### config.mk
export PLATFORM = sky130hd
export DESIGN_NAME = can_bit_timer
export DESIGN_NICKNAME = d
export VERILOG_FILES = /design/src/rtl/can_bt_pkg.sv /design/src/rtl/cbt_cfg_chk.sv /design/src/rtl/cbt_tq_div.sv /design/src/rtl/cbt_seg_seq.sv /design/src/rtl/can_bit_timer.sv
export SDC_FILE = /design/constraint.sdc
export NUM_CORES = 1
export LEC_CHECK = 0
export BUFFER_PORTS_ARGS = -buffer_cell sky130_fd_sc_hd__buf_2
export CAP_MARGIN = 15
export CELL_PAD_IN_SITES_DETAIL_PLACEMENT = 1
export CELL_PAD_IN_SITES_GLOBAL_PLACEMENT = 1
export CORE_ASPECT_RATIO = 0.75
export CORE_MARGIN = 10
export CORE_UTILIZATION = 40
export CTS_CLUSTER_DIAMETER = 150
export DETAILED_ROUTE_END_ITERATION = 6
export MAX_ROUTING_LAYER = met4
export PLACE_DENSITY = 0.76
export SYNTH_ARGS = -nofsm -noshare
export SYNTH_HDL_FRONTEND = slang
export SYNTH_SLANG_ARGS = --single-unit
### constraint.sdc
create_clock -name clk -period 7.3 [get_ports clk]
set_input_delay 0.365 -clock clk [delete_from_list [all_inputs] [get_ports clk]]
set_output_delay 0.365 -clock clk [all_outputs]
set_load 0.005 [all_outputs]
### src/rtl/can_bt_pkg.sv
package can_bt_pkg;
    typedef enum logic [1:0] {
        SEG_SYNC = 2'd0,
        SEG_PROP = 2'd1,
        SEG_PH1  = 2'd2,
        SEG_PH2  = 2'd3
    } seg_e;
endpackage

### src/rtl/cbt_cfg_chk.sv
module cbt_cfg_chk #(
    parameter int SEG_W  = 3,
    parameter int MIN_TQ = 8,
    parameter int MAX_TQ = 25
) (
    input  logic [SEG_W-1:0] prop_len,
    input  logic [SEG_W-1:0] ph1_len,
    input  logic [SEG_W-1:0] ph2_len,
    output logic             cfg_ok
);
    localparam int SUM_W = SEG_W + 3;

    logic [SUM_W-1:0] total;

    // sync (1) + three programmable segments, each field + 1
    always_comb begin
        total  = SUM_W'(4) + SUM_W'(prop_len) + SUM_W'(ph1_len) + SUM_W'(ph2_len);
        cfg_ok = (int'(total) >= MIN_TQ) && (int'(total) <= MAX_TQ);
    end
endmodule

### src/rtl/cbt_tq_div.sv
module cbt_tq_div #(
    parameter int PRESC_W = 6
) (
    input  logic               clk,
    input  logic               rst_n,
    input  logic               en,
    input  logic [PRESC_W-1:0] presc,
    output logic               tq_tick
);
    localparam int CNT_W = PRESC_W + 1;

    typedef struct packed {
        logic [CNT_W-1:0] cnt;
    } div_s;

    div_s             s_d, s_q;
    logic [CNT_W-1:0] lim;

    always_comb begin
        lim     = {presc, 1'b1};           // 2*(presc+1)-1
        tq_tick = en && (s_q.cnt >= lim);
        s_d     = s_q;
        if (!en)          s_d.cnt = '0;
        else if (tq_tick) s_d.cnt = '0;
        else              s_d.cnt = s_q.cnt + 1'b1;
    end

    always_ff @(posedge clk or negedge rst_n) begin
        if (!rst_n) s_q <= '0;
        else        s_q <= s_d;
    end

    AST_TICK_ISOLATED: assert property (@(posedge clk) disable iff (!rst_n)
        tq_tick |=> !tq_tick);
endmodule

### src/rtl/cbt_seg_seq.sv
module cbt_seg_seq
    import can_bt_pkg::*;
#(
    parameter int SEG_W = 3,
    parameter int SJW_W = 2
) (
    input  logic             clk,
    input  logic             rst_n,
    input  logic             en,
    input  logic             tq_tick,
    input  logic             rx,
    input  logic             bus_idle,
    input  logic [SEG_W-1:0] prop_len,
    input  logic [SEG_W-1:0] ph1_len,
    input  logic [SEG_W-1:0] ph2_len,
    input  logic [SJW_W-1:0] sjw,
    output seg_e             seg_o,
    output logic             sample_pt,
    output logic             tx_pt
);
    localparam int CNT_W = ((SEG_W > SJW_W) ? SEG_W : SJW_W) + 2;
    localparam int ADJ_W = SJW_W + 1;

    typedef struct packed {
        seg_e             seg;
        logic [CNT_W-1:0] cnt;
        logic [ADJ_W-1:0] ext;
        logic [ADJ_W-1:0] shr;
        logic             synced;
        logic             prev_rx;
    } seq_s;

    localparam seq_s SEQ_RST = '{seg: SEG_SYNC, cnt: '0, ext: '0, shr: '0,
                                 synced: 1'b0, prev_rx: 1'b1};

    seq_s             s_d, s_q;
    logic [CNT_W-1:0] p_len, a_len, b_len, jw, err, seg_len;
    logic [ADJ_W-1:0] ext_n, shr_n;
    logic             syn_n, fall, hard, last;

    function automatic logic [CNT_W-1:0] min_q(input logic [CNT_W-1:0] x,
                                               input logic [CNT_W-1:0] y);
        return (x < y) ? x : y;
    endfunction

    always_comb begin
        p_len     = CNT_W'(prop_len) + 1'b1;
        a_len     = CNT_W'(ph1_len) + 1'b1;
        b_len     = CNT_W'(ph2_len) + 1'b1;
        jw        = CNT_W'(sjw) + 1'b1;
        fall      = tq_tick && s_q.prev_rx && !rx;
        hard      = 1'b0;
        sample_pt = 1'b0;
        tx_pt     = 1'b0;
        err       = '0;
        seg_len   = '0;
        last      = 1'b0;
        ext_n     = s_q.ext;
        shr_n     = s_q.shr;
        syn_n     = s_q.synced;
        s_d       = s_q;
        if (!en) begin
            s_d = SEQ_RST;
        end else if (tq_tick) begin
            s_d.prev_rx = rx;
            if (fall && bus_idle) begin
                hard       = 1'b1;
                s_d.seg    = SEG_PROP;
                s_d.cnt    = '0;
                s_d.ext    = '0;
                s_d.shr    = '0;
                s_d.synced = 1'b1;
            end else begin
                if (fall && !s_q.synced && s_q.seg != SEG_SYNC) begin
                    syn_n = 1'b1;
                    case (s_q.seg)
                        SEG_PROP: begin
                            err   = s_q.cnt + 1'b1;
                            ext_n = ADJ_W'(min_q(err, jw));
                        end
                        SEG_PH1: begin
                            err   = p_len + s_q.cnt + 1'b1;
                            ext_n = ADJ_W'(min_q(err, jw));
                        end
                        default: begin
                            err   = b_len - s_q.cnt;
                            shr_n = ADJ_W'(min_q(err, jw));
                        end
                    endcase
                end
                case (s_q.seg)
                    SEG_SYNC: seg_len = CNT_W'(1);
                    SEG_PROP: seg_len = p_len;
                    SEG_PH1:  seg_len = a_len + CNT_W'(ext_n);
                    default:  seg_len = b_len - CNT_W'(shr_n);
                endcase
                last = (s_q.cnt + 1'b1) >= seg_len;
                if (last) begin
                    s_d.cnt = '0;
                    case (s_q.seg)
                        SEG_SYNC: s_d.seg = SEG_PROP;
                        SEG_PROP: s_d.seg = SEG_PH1;
                        SEG_PH1: begin
                            s_d.seg   = SEG_PH2;
                            sample_pt = 1'b1;
                        end
                        default: begin
                            s_d.seg = SEG_SYNC;
                            tx_pt   = 1'b1;
                            ext_n   = '0;
                            shr_n   = '0;
                            syn_n   = 1'b0;
                        end
                    endcase
                end else begin
                    s_d.cnt = s_q.cnt + 1'b1;
                end
                s_d.ext    = ext_n;
                s_d.shr    = shr_n;
                s_d.synced = syn_n;
            end
        end
        seg_o = s_q.seg;
    end

    always_ff @(posedge clk or negedge rst_n) begin
        if (!rst_n) s_q <= SEQ_RST;
        else        s_q <= s_d;
    end

    AST_SEG_STEP: assert property (@(posedge clk) disable iff (!rst_n)
        (en && tq_tick && !hard) |=> (s_q.seg == $past(s_q.seg) ||
            2'(s_q.seg) == 2'($past(s_q.seg)) + 2'd1));
    AST_SEG_QUIET: assert property (@(posedge clk) disable iff (!rst_n)
        (en && !tq_tick) |=> $stable(s_q.seg));
    AST_SAMPLE_TO_PH2: assert property (@(posedge clk) disable iff (!rst_n)
        sample_pt |=> (s_q.seg == SEG_PH2));
    AST_TX_TO_SYNC: assert property (@(posedge clk) disable iff (!rst_n)
        tx_pt |=> (s_q.seg == SEG_SYNC && s_q.ext == '0 && s_q.shr == '0));
    AST_STROBE_EXCL: assert property (@(posedge clk) disable iff (!rst_n)
        !(sample_pt && tx_pt));
    AST_HARD_TO_PROP: assert property (@(posedge clk) disable iff (!rst_n)
        hard |=> (s_q.seg == SEG_PROP && s_q.cnt == '0));
    AST_EXT_BOUND: assert property (@(posedge clk) disable iff (!rst_n)
        CNT_W'(s_q.ext) <= jw);
    AST_SHR_BOUND: assert property (@(posedge clk) disable iff (!rst_n)
        CNT_W'(s_q.shr) <= jw);
endmodule

### src/rtl/can_bit_timer.sv
module can_bit_timer #(
    parameter int PRESC_W = 6,
    parameter int SEG_W   = 3,
    parameter int SJW_W   = 2,
    parameter int MIN_TQ  = 8,
    parameter int MAX_TQ  = 25
) (
    input  logic               clk,
    input  logic               rst_n,
    input  logic [PRESC_W-1:0] presc,
    input  logic [SEG_W-1:0]   prop_len,
    input  logic [SEG_W-1:0]   ph1_len,
    input  logic [SEG_W-1:0]   ph2_len,
    input  logic [SJW_W-1:0]   sjw,
    input  logic               rx,
    input  logic               bus_idle,
    output logic               tq_tick,
    output logic [1:0]         seg,
    output logic               sample_pt,
    output logic               tx_pt,
    output logic               cfg_ok
);
    can_bt_pkg::seg_e seg_w;

    cbt_cfg_chk #(.SEG_W(SEG_W), .MIN_TQ(MIN_TQ), .MAX_TQ(MAX_TQ)) u_cfg (
        .prop_len (prop_len),
        .ph1_len  (ph1_len),
        .ph2_len  (ph2_len),
        .cfg_ok   (cfg_ok)
    );

    cbt_tq_div #(.PRESC_W(PRESC_W)) u_div (
        .clk     (clk),
        .rst_n   (rst_n),
        .en      (cfg_ok),
        .presc   (presc),
        .tq_tick (tq_tick)
    );

    cbt_seg_seq #(.SEG_W(SEG_W), .SJW_W(SJW_W)) u_seq (
        .clk       (clk),
        .rst_n     (rst_n),
        .en        (cfg_ok),
        .tq_tick   (tq_tick),
        .rx        (rx),
        .bus_idle  (bus_idle),
        .prop_len  (prop_len),
        .ph1_len   (ph1_len),
        .ph2_len   (ph2_len),
        .sjw       (sjw),
        .seg_o     (seg_w),
        .sample_pt (sample_pt),
        .tx_pt     (tx_pt)
    );

    assign seg = 2'(seg_w);

    AST_HOLD_INVALID: assert property (@(posedge clk) disable iff (!rst_n)
        !cfg_ok |-> (!tq_tick && !sample_pt && !tx_pt));
endmodule

==> metrics.md <==
| Metric | Value |
|---|---|
| Clock sink total | `22` |
| Mapped Area | `2660 um^2` |
| Initial core utilization | `a little over two fifths` |
| Register area share after synthesis | `between 20% and 30%` |
| Grt ovf | `0` |
| Top cell type's share of synthesized area | `20.7%` |
| Synth Area in Adders | `26.7%` |
| Max-cap violations | `0` |
| Synth Area in Compound Gates | `18.8%` |
| Slowest CP cell | `dfrtp_1` |
| Vias/cell | `~5.4` |
| Worst R2R Start | `u_seq.s_q[8]` |
| CP max stage delay | `0.55 ns` |
| Status | `completed` |
| Layout Skew | `0.0108 ns` |
| Crit path capture | `sample_pt` |
| Die H | `between 90 and 100 um` |
| RSZ-0062 raised after global routing | `no` |
| R2R Setup Slk | `1.35 ns` |
| F_max | `~0.16 GHz` |
| Vias in the first global route | `approximately 2300` |
| Number of hold violations in the final report | `0` |
| Register area | `552 um^2` |
| Core area | `6380 um^2` |
| WP depth | `23` |
| Detailed Route WL | `a little under 7 mm` |
| RR Endpoint | `u_seq.s_q[10]` |
| Worst-case clock buffer depth | `2` |
| HP Class | `in -> async` |
| Global-route wire length before repair | `11.9 mm` |
| Mux share of post-synthesis cell area | `4.47%` |
| Yosys reg bits | `22` |
| Asr flop ratio synth | `100%` |
| Critical path class | `reg -> out` |
| Crit path launch | `u_seq.s_q[8]` |
| Clock insertion delay at the later pin of the skew report | `0.28 ns` |
| Post-CTS setup repair buffer count | `0` |
| CTS buffer count | `3` |
| CTS tree | `yes` |
| DRC | `0` |
| Slew @ Worst Pin | `~0.9 ns` |
| TritonRoute pass-1 iters | `4` |
| Hpwl dp | `approximately 5.8 mm` |
| Final-stage net count | `391` |
| Layout cells sized above 1 | `15.1%` |
| Main combinational cell family by area after synthesis | `adder cells` |
| Routability congestion estimate from global placement | `0.857` |
| PortBufs | `26` |
| Pin count of the biggest net entering global routing | `23` |
| CP Max Fanout | `8` |
| Hold buffers post-CTS | `0` |
| Max Slew Vio Count | `0` |
| IO Count | `27` |
| CP Cell Sequence | `inv_1 -> ha_1 -> fa_1 -> inv_1 -> ha_1 -> a21o_1 -> a2111oi_4 -> mux2i_1 -> a22oi_1 -> a21oi_1 -> ha_1 -> fa_1 -> xor2_1 -> a22oi_1 -> nor2_1 -> a21oi_1 -> ha_1 -> a21oi_1 -> o21ai_0 -> a31o_2 -> and2_1 -> and3_1 -> buf_2` |
| Die Area | `approximately 10000 um^2` |
| Initial antenna violation count | `0` |
| Top_reg_cell synth | `dfrtp_1` |
| CTS root buf | `clkbuf_8` |
| Via Count | `approximately 2100` |
| Worst Path Required | `between 6 and 7 ns` |
| Drt first-iter violations | `116` |
| Cells after Synth | `293` |
| Combined area of the multi-input logic cells | `roughly 1900 um^2` |
| CP dominant cell by count | `ha_1` |
| Clock transition at the registers of the reported paths | `approximately 0.09 ns` |
| Leading post-synthesis cells by cell area | `ha_1 (21%), dfrtp_1 (20%), fa_1 (6.0%)` |
| Startpoint Class | `flip-flop` |
| Post-synth top area cell | `ha_1` |
| Avg Inst Size Synth | `9.07 um^2` |
| Top Family by Delay on Critical Path | `compound AO/OA/AOI/OAI gates` |
| Design Area, Final | `2920 um^2` |
| Setup TNS | `0 ns` |
| Worst EP arrival | `5.77 ns` |
| Pwr/cell area | `~140 nW/um^2` |
| Rel. slew slack | `41.5%` |
| Count of cell types in the netlist | `53` |
| Synth Area in XOR/XNOR | `6.92%` |
| Site Rows | `25` |
| Final setup viols | `0` |
| Leakage power | `1.44 nW` |
| Most frequent cell after synthesis | `ha_1` |
| DP Area | `about 2800 um^2` |
| Final worst-path cycle share | `a little over four fifths` |
| Crit end category | `primary output` |
| Diode count | `0` |
| Average wire per standard cell | `17.1 um` |
| Hold_ws | `0.0503 ns` |
| Final ANT Viol Nets | `0` |
| VDD IR max | `between 0.1 and 0.15 mV` |
| Post-synth top cells | `ha_1 (44), inv_1 (33), nor2_1 (26)` |
| Worst-case reg-to-reg path depth | `24` |
| Buf/Inv on CP | `3` |
| Simple-Gate Fraction of Synth Area | `15.9%` |
| Syn nets | `366` |
| Filler Cells Inserted | `~800` |
| Number of gates resized after CTS | `0` |
| Area Growth Syn to Fin | `9.79%` |
| Die X | `114 um` |
| Htree depth | `1` |
| Final min period | `approximately 6.1 ns` |
| Post-synth EDFFs | `0` |
| Yosys warns | `0` |
| All-Layer GR Usage | `14.1%` |
-- per-stage QoR --
stage | utilization (%) | setup WS [ns] | cells | power [W]
3_3_place_gp | 44.6 | 1.47 | 394 | 0.000282
4_1_cts | 45.7 | 1.16 | 398 | 0.000408
6_report | 45.7 | 1.16 | 398 | 0.000404
3_5_place_dp | 44.6 | 1.33 | 394 | 0.000288
2_1_floorplan | - | 2.31 | 293 | 0.000246
5_1_grt | 45.7 | 0.789 | 398 | 0.000434
-- power by group --
part	switching, W	internal [W]	leakage (nW)
clock	0.0000454	0.0000734	0.0357
combinational	0.0000888	0.0000621	1.10
sequential	0.00000634	0.000128	0.302
total	0.000141	0.000264	1.44
-- placed cells by master (no fill, tap or decap), types with 2 or more instances in the layout --
cell	count
and3_1	6
a2111oi_4	3
o21ai_0	6
a22oi_1	6
clkbuf_8	3
a21o_1	10
xnor2_1	10
xor2_1	11
dfrtp_1	21
nand2b_1	7
a21oi_1	22
o21ai_1	3
nor2_1	26
nor3b_1	2
inv_1	33
fa_1	8
nand3_1	12
mux2_2	3
ha_1	44
a22o_1	2
mux2i_1	7
nand2_1	12
nor2b_1	5
buf_2	26
o22ai_1	2
-- layer usage --
metal	global-route usage [%]	share of wire, %
met5	-	0
met4	1.88	0.40
met3	1.86	3.3
met2	20.1	43
met1	20.8	54
-- layout make-up --
cell class / instances / share of cell area [%]
Clock buffer: 3 / 1.42
Clock inverter: 1 / 1.03
Inverter: 34 / 4.37
Multi-Input combinational cell: 231 / 66.3
Sequential cell: 22 / 18.9
Tap cell: 81 / 3.47
Timing Repair Buffer: 26 / 4.46
-- registers in the layout, indices dropped and copies added, names as in the netlist --
signal       cells
u_div.s_q        7
u_seq.s_q       13
u_seq.seg_o      2
-- worst min-delay path by stage --
stage                                end  slack, ns  cells past startpoint
after global routing        u_seq.s_q[7]       0.07                      1
after CTS                   u_seq.s_q[6]       0.08                      1
final                       u_seq.s_q[7]       0.05                      1
after floorplan             u_div.s_q[0]       0.07                      0
after detailed placement  u_seq.seg_o[0]       0.38                      1
after global placement    u_seq.seg_o[1]       0.37                      1
-- logic make-up (layout without fill, tap and decap cells) --
logic type                 after synthesis  count (layout)
DFF                                     22              22
and+or+nand+nor                         81              81
buffers and inverters                   40              64
adders and majority gates               52              52
AOI/OAI and AO/OA                       66              66
muxes                                   11              11
xor gates and xnor gates                21              21
Power figures use the tool's default switching activity.
